File: src/rtl/uart_rxs_pkg.sv
package uart_rxs_pkg;

    localparam int unsigned ADDR_W_DEF = 2;

    localparam logic [1:0] ADDR_STAT = 2'd0;
    localparam logic [1:0] ADDR_DATA = 2'd1;
    localparam logic [1:0] ADDR_CTRL = 2'd2;

    localparam int unsigned BIT_RDY = 0;
    localparam int unsigned BIT_OVR = 1;
    localparam int unsigned BIT_IEN = 0;
    localparam int unsigned BIT_DEN = 1;

    // Pair of flags {overrun, ready} held as a named state.
    typedef enum logic [1:0] {
        FL_EMPTY      = 2'b00,
        FL_FULL       = 2'b01,
        FL_EMPTY_LOST = 2'b10,
        FL_FULL_LOST  = 2'b11
    } flag_state_t;

    typedef enum logic {
        SEQ_IDLE  = 1'b0,
        SEQ_ARMED = 1'b1
    } seq_state_t;

endpackage

File: src/rtl/rxs_bus_decode.sv
module rxs_bus_decode
    import uart_rxs_pkg::*;
#(
    parameter int unsigned ADDR_W = 2,
    parameter int unsigned BUS_W  = 8
) (
    input  logic              bus_wr_en,
    input  logic              bus_rd_en,
    input  logic [ADDR_W-1:0] bus_addr,
    input  logic [BUS_W-1:0]  bus_wdata,
    input  logic              dma_ack,
    output logic              data_evt,
    output logic              stat_rd,
    output logic              rdy_clr,
    output logic              ctl_wr
);
    logic hit_stat;
    logic hit_data;
    logic hit_ctrl;
    logic unused_wbits;

    assign hit_stat = (bus_addr == ADDR_W'(ADDR_STAT));
    assign hit_data = (bus_addr == ADDR_W'(ADDR_DATA));
    assign hit_ctrl = (bus_addr == ADDR_W'(ADDR_CTRL));

    always_comb begin
        data_evt = (bus_rd_en && hit_data) || dma_ack;
        stat_rd  = bus_rd_en && hit_stat;
        rdy_clr  = data_evt || (bus_wr_en && hit_stat && !bus_wdata[BIT_RDY]);
        ctl_wr   = bus_wr_en && hit_ctrl;
    end

    assign unused_wbits = ^bus_wdata;
endmodule

File: src/rtl/rxs_flag_fsm.sv
module rxs_flag_fsm
    import uart_rxs_pkg::*;
(
    input  logic clk,
    input  logic rst_n,
    input  logic new_char,
    input  logic rdy_clr,
    input  logic ovr_clr,
    output logic ready,
    output logic overrun,
    output logic load_en
);
    flag_state_t state_q;
    flag_state_t state_d;

    always_ff @(posedge clk or negedge rst_n) begin
        if (!rst_n) state_q <= FL_EMPTY;
        else        state_q <= state_d;
    end

    always_comb begin
        state_d = state_q;
        unique case (state_q)
            FL_EMPTY: begin
                if (new_char) state_d = FL_FULL;
            end
            FL_FULL: begin
                if (new_char) state_d = rdy_clr ? FL_FULL : FL_FULL_LOST;
                else if (rdy_clr) state_d = FL_EMPTY;
            end
            FL_FULL_LOST: begin
                if (new_char)
                    state_d = (rdy_clr && ovr_clr) ? FL_FULL : FL_FULL_LOST;
                else if (rdy_clr)
                    state_d = ovr_clr ? FL_EMPTY : FL_EMPTY_LOST;
                else if (ovr_clr)
                    state_d = FL_FULL;
            end
            FL_EMPTY_LOST: begin
                if (new_char) state_d = ovr_clr ? FL_FULL : FL_FULL_LOST;
                else if (ovr_clr) state_d = FL_EMPTY;
            end
            default: state_d = FL_EMPTY;
        endcase
    end

    always_comb begin
        ready   = 1'b0;
        overrun = 1'b0;
        load_en = 1'b0;
        unique case (state_q)
            FL_EMPTY: begin
                load_en = new_char;
            end
            FL_FULL: begin
                ready   = 1'b1;
                load_en = new_char && rdy_clr;
            end
            FL_FULL_LOST: begin
                ready   = 1'b1;
                overrun = 1'b1;
                load_en = new_char && rdy_clr;
            end
            FL_EMPTY_LOST: begin
                overrun = 1'b1;
                load_en = new_char;
            end
            default: begin
                ready = 1'b0;
            end
        endcase
    end
endmodule

File: src/rtl/rxs_ovr_seq.sv
module rxs_ovr_seq
    import uart_rxs_pkg::*;
(
    input  logic clk,
    input  logic rst_n,
    input  logic stat_rd,
    input  logic data_evt,
    input  logic overrun,
    output logic ovr_clr
);
    seq_state_t seq_q;
    seq_state_t seq_d;

    always_ff @(posedge clk or negedge rst_n) begin
        if (!rst_n) seq_q <= SEQ_IDLE;
        else        seq_q <= seq_d;
    end

    always_comb begin
        seq_d = seq_q;
        unique case (seq_q)
            SEQ_IDLE:  if (!data_evt && stat_rd && overrun) seq_d = SEQ_ARMED;
            SEQ_ARMED: if (data_evt) seq_d = SEQ_IDLE;
            default:   seq_d = SEQ_IDLE;
        endcase
    end

    always_comb begin
        ovr_clr = 1'b0;
        unique case (seq_q)
            SEQ_IDLE:  ovr_clr = 1'b0;
            SEQ_ARMED: ovr_clr = data_evt;
            default:   ovr_clr = 1'b0;
        endcase
    end
endmodule

File: src/rtl/rxs_hold_regs.sv
module rxs_hold_regs
    import uart_rxs_pkg::*;
#(
    parameter int unsigned DATA_W = 8,
    parameter int unsigned BUS_W  = 8
) (
    input  logic              clk,
    input  logic              rst_n,
    input  logic              load_en,
    input  logic [DATA_W-1:0] char_data,
    input  logic              ctl_wr,
    input  logic [BUS_W-1:0]  bus_wdata,
    output logic [DATA_W-1:0] data_q,
    output logic              ien_q,
    output logic              den_q
);
    always_ff @(posedge clk or negedge rst_n) begin
        if (!rst_n)       data_q <= '0;
        else if (load_en) data_q <= char_data;
    end

    always_ff @(posedge clk or negedge rst_n) begin
        if (!rst_n) begin
            ien_q <= 1'b0;
            den_q <= 1'b0;
        end else if (ctl_wr) begin
            ien_q <= bus_wdata[BIT_IEN];
            den_q <= bus_wdata[BIT_DEN];
        end
    end
endmodule

File: src/rtl/uart_rx_status.sv
module uart_rx_status
    import uart_rxs_pkg::*;
#(
    parameter int unsigned DATA_W = 8,
    parameter int unsigned BUS_W  = 8,
    parameter int unsigned ADDR_W = ADDR_W_DEF
) (
    input  logic              clk,
    input  logic              rst_n,
    input  logic              char_valid,
    input  logic [DATA_W-1:0] char_data,
    input  logic              bus_wr_en,
    input  logic              bus_rd_en,
    input  logic [ADDR_W-1:0] bus_addr,
    input  logic [BUS_W-1:0]  bus_wdata,
    output logic [BUS_W-1:0]  bus_rdata,
    input  logic              dma_ack,
    output logic              irq,
    output logic              dma_req
);
    localparam int unsigned PAD_W = BUS_W - DATA_W;

    logic              data_evt;
    logic              stat_rd;
    logic              rdy_clr;
    logic              ctl_wr;
    logic              ovr_clr;
    logic              rdy_q;
    logic              ovr_q;
    logic              load_en;
    logic [DATA_W-1:0] data_q;
    logic              ien_q;
    logic              den_q;
    logic [BUS_W-1:0]  data_ext;

    rxs_bus_decode #(.ADDR_W(ADDR_W), .BUS_W(BUS_W)) u_dec (
        .bus_wr_en (bus_wr_en),
        .bus_rd_en (bus_rd_en),
        .bus_addr  (bus_addr),
        .bus_wdata (bus_wdata),
        .dma_ack   (dma_ack),
        .data_evt  (data_evt),
        .stat_rd   (stat_rd),
        .rdy_clr   (rdy_clr),
        .ctl_wr    (ctl_wr)
    );

    rxs_flag_fsm u_flags (
        .clk      (clk),
        .rst_n    (rst_n),
        .new_char (char_valid),
        .rdy_clr  (rdy_clr),
        .ovr_clr  (ovr_clr),
        .ready    (rdy_q),
        .overrun  (ovr_q),
        .load_en  (load_en)
    );

    rxs_ovr_seq u_seq (
        .clk      (clk),
        .rst_n    (rst_n),
        .stat_rd  (stat_rd),
        .data_evt (data_evt),
        .overrun  (ovr_q),
        .ovr_clr  (ovr_clr)
    );

    rxs_hold_regs #(.DATA_W(DATA_W), .BUS_W(BUS_W)) u_regs (
        .clk       (clk),
        .rst_n     (rst_n),
        .load_en   (load_en),
        .char_data (char_data),
        .ctl_wr    (ctl_wr),
        .bus_wdata (bus_wdata),
        .data_q    (data_q),
        .ien_q     (ien_q),
        .den_q     (den_q)
    );

    generate
        if (PAD_W > 0) begin : g_pad
            assign data_ext = {{PAD_W{1'b0}}, data_q};
        end else begin : g_nopad
            assign data_ext = data_q;
        end
    endgenerate

    always_comb begin
        bus_rdata = '0;
        if (bus_addr == ADDR_W'(ADDR_STAT)) begin
            bus_rdata[BIT_RDY] = rdy_q;
            bus_rdata[BIT_OVR] = ovr_q;
        end else if (bus_addr == ADDR_W'(ADDR_DATA)) begin
            bus_rdata = data_ext;
        end else if (bus_addr == ADDR_W'(ADDR_CTRL)) begin
            bus_rdata[BIT_IEN] = ien_q;
            bus_rdata[BIT_DEN] = den_q;
        end
    end

    assign irq     = ien_q && rdy_q;
    assign dma_req = den_q && rdy_q;
endmodule

File: config.mk
export PLATFORM = sky130hd
export DESIGN_NAME = uart_rx_status
export DESIGN_NICKNAME = d
export VERILOG_FILES = /design/src/rtl/uart_rxs_pkg.sv /design/src/rtl/rxs_bus_decode.sv /design/src/rtl/rxs_flag_fsm.sv /design/src/rtl/rxs_ovr_seq.sv /design/src/rtl/rxs_hold_regs.sv /design/src/rtl/uart_rx_status.sv
export SDC_FILE = /design/constraint.sdc
export NUM_CORES = 1
export LEC_CHECK = 0
export ABC_AREA = 1
export BUFFER_PORTS_ARGS = -buffer_cell sky130_fd_sc_hd__buf_2
export CAP_MARGIN = 40
export CORE_MARGIN = 2
export CORE_UTILIZATION = 43
export CTS_CLUSTER_DIAMETER = 200
export DETAILED_ROUTE_END_ITERATION = 6
export GPL_TIMING_DRIVEN = 0
export PLACE_DENSITY = 0.79
export SLEW_MARGIN = 20
export SYNTH_ARGS = -nofsm -noshare
export SYNTH_HDL_FRONTEND = slang
export SYNTH_HIERARCHICAL = 1
export SYNTH_SLANG_ARGS = --single-unit
File: constraint.sdc
create_clock -name clk -period 1.1 [get_ports clk]
set_input_delay 0.055 -clock clk [delete_from_list [all_inputs] [get_ports clk]]
set_output_delay 0.055 -clock clk [all_outputs]
set_load 0.05 [all_outputs]
==> flow_summary.toml <==
[critical_path]
ff2ff_path_depth = 6
cp-end-kind = "flip-flop"
cp_cell_sequence = "buf_4 -> a21oi_4 -> buf_6 -> inv_4 -> nand2_1 -> nand2_1"
max_stage_delay_ns = 0.42
cpLargestDelayFamily = "flip-flops"
slowest_stage = "dfrtp_1"
path_depth = 6
startpoint_type = "flip-flop"
crit_type = "reg2reg"
critPathRequiredTime_ns = 1.26
crit_arrival_ns = 1.33
crit_fanout = 8
cp_common_cell = "nand2_1"
critical_path_buf_inv_count = 3

[drt]
drc_errors = 0
vias = 779
drtPass1Iterations = 4
routedWlPerCell_um = 11.9
via_per_inst = 4.78
postRouteAntennaNets = 0
drtIter0Drc = 22
drt_wl_total_mm = 1.94

[clocking]
clockRootBuffer = "clkbuf_4"
htreeDepth = 1
clk_pin_slew_ns = 0.08
clk_latency_ns = 0.27
cts_buffer_depth = 2
cts_tree = "built"
cts_inserted_buffers = 3
cts_num_sinks = 13

[synth]
yosysSeqAreaShare_pct = 47.4
ys_warn_count = 6
syn_nets = 125
ys_ff_latch = 13
synth_top_area_share_pct = 47.4
yosys-top-cells-area = "dfrtp_1, nand2_1, inv_1, nand3_1, nor2_1"
postSynthAreaPerCell_um2 = 6.80
synth_area_um2 = 687
synth_cell_types = 12
yosys.area.top_type = "dfrtp_1"
synthCells = 101

[layout]
regArea_um2 = 325
final-instance-count-excl-fill = 163
fill_cells = 125
drive_above_1_share_pct = 32.7
syn2layout_area_growth_pct = 60.5
final_area_um2 = 1100
antenna_cells = 0
nets = 172
multi_input_area_um2 = 299

[placement]
hpwlAfterDp_mm = 1.11
placed_cells_incl_taps = 144
placed_cell_area_um2 = 842
port_buffers = 27
place_congestion = 0.709

[sta]
fin_ws_ns = -0.0651
tightestPinTransition_ns = 0.292
slew_violations = 0
min_period_ns = 1.17
period_share_pct = 106
max_freq_ghz = 0.858
grt_setup_unrepaired = "yes"
fin_skew_ns = 0.00422
slew_headroom_pct = 80.4
setup_viol = 12
hold_viol_final = 0

[global_routing]
gr-total-overflow = 0
grt_max_degree = 14
track_usage_pct = 20.6
grt_antenna_before_repair = 0
grt_pass1_vias = 814
grt_pass1_wl_mm = 2.93

[power]
finalPower_w = 0.00135
power_leakage_nw = 0.640
irDropWorstVdd_mv = 0.858
p_per_area_nw_per_um2 = 1230

[die]
die_h_um = 44.0
rows = 14
start_util_pct = 45.6
dieArea_um2 = 1930
core_area_um2 = 1510
ios = 34
die_w_um = 44.0

[job]
maxCapViolations = 0

[min_path]
min_delay_path_depth = 3
min_path_type = "in2reg"

[outcome]
violations = "setup timing"
outcome = "finished, violations left"
cell usage after synthesis, drive strengths merged:
library cell	number
nor2	9
dfrtp	13
nand3	11
nand2	42
buf	1
inv	20
nor3	1
a21oi	2
clkbuf	2
layer usage:
| metal | part of all wire (%) | up-vias | track usage [%] |
|---|---|---|---|
| li1 | - | 388 | - |
| met1 | 39 | 359 | 20.2 |
| met2 | 54 | 26 | 39.7 |
| met3 | 4.7 | 6 | 5.42 |
| met4 | 2.6 | 0 | 8.48 |
| met5 | 0 | - | 0 |
worst paths after layout:
check	endpoint	start	slack [ns]
setup / recovery	u_regs/data_q[5]	u_flags/state_q[0]	-0.07
setup reg to reg	u_regs/data_q[5]	u_flags/state_q[0]	-0.07
hold / removal	u_flags/state_q[1]	char_valid	0.04
min in group asynchronous	u_flags/state_q[0]	rst_n	0.20
max in group asynchronous	u_regs/data_q[7]	rst_n	0.67
hold reg to reg	u_regs/data_q[6]	u_regs/data_q[6]	0.48
metrics by stage:
step | TNS (ns) | util, % | hold slack [ns] | setup WS [ns]
finish | -0.282 | 73.2 | 0.0375 | -0.0651
global route | -1.11 | 73.2 | 0.0332 | -0.151
CTS | -0.0166 | 68.2 | 0.000740 | -0.0166
detailed placement | -0.548 | 55.9 | -0.0395 | -0.0773
global placement | -0.183 | 55.9 | -0.0427 | -0.0262
floorplan | 0 | - | -0.241 | 0.0306
what timing repair did:
action | CTS | global route
pin swaps | 2 | 0
hold buffers | 10 | 1
buffers inserted | 2 | 2
endpoints found under the hold margin | 22 | 1
setup endpoints to repair | 4 | 18
gates cloned | 0 | 1
gates resized for setup | 14 | 20
cells by family after synthesis:
family,share of synthesized area [%]
flops,47.4
buf+inv,13.7
simple gates,37.0
compound gates,2.00
placed cells by master (no fill, tap or decap):
| master | synthesis | layout |
|---|---|---|
| nand3_2 | 0 | 3 |
| inv_2 | 2 | 2 |
| clkbuf_1 | 2 | 1 |
| nor3_1 | 1 | 1 |
| nor2_1 | 9 | 7 |
| nand3_1 | 11 | 8 |
| inv_4 | 0 | 1 |
| a21oi_2 | 1 | 1 |
| buf_6 | 1 | 9 |
| clkbuf_4 | 0 | 4 |
| buf_4 | 0 | 6 |
| a21oi_4 | 0 | 1 |
| buf_2 | 0 | 18 |
| nand2_1 | 41 | 41 |
| dfrtp_1 | 13 | 13 |
| dlygate4sd3_1 | 0 | 11 |
| nor2_2 | 0 | 2 |
| nand2_2 | 1 | 1 |
| inv_1 | 18 | 17 |
registers in the layout (all words and copies together), names as in the netlist:
register	flops
u_regs/den_q	1
u_flags/state_q	2
u_seq/seq_q	1
u_regs/ien_q	1
u_regs/data_q	8
worst register-to-register path: cells and delay by family (launching register included):
family	cells	cell delay (ns)
AO/OA/AOI/OAI	1	0.13
flip-flops	1	0.42
buffers and inverters	3	0.36
AND/OR/NAND/NOR	2	0.15
where the power goes:
group | internal, W | leakage (nW) | total, W | switching, W
logic | 0.000194 | 0.468 | 0.000477 | 0.000282
registers | 0.000541 | 0.158 | 0.000584 | 0.0000436
clock network | 0.000140 | 0.0150 | 0.000292 | 0.000152
cell type report:
class                           instances  area share [%]
Inverter                               20            7.04
Buffer                                  2            2.04
Multi-Input combinational cell         65            27.1
Sequential cell                        13            29.5
Timing Repair Buffer                   43            30.1
Tap cell                               16            1.82
Clock buffer                            4            2.38
Power figures use the tool's default switching activity.
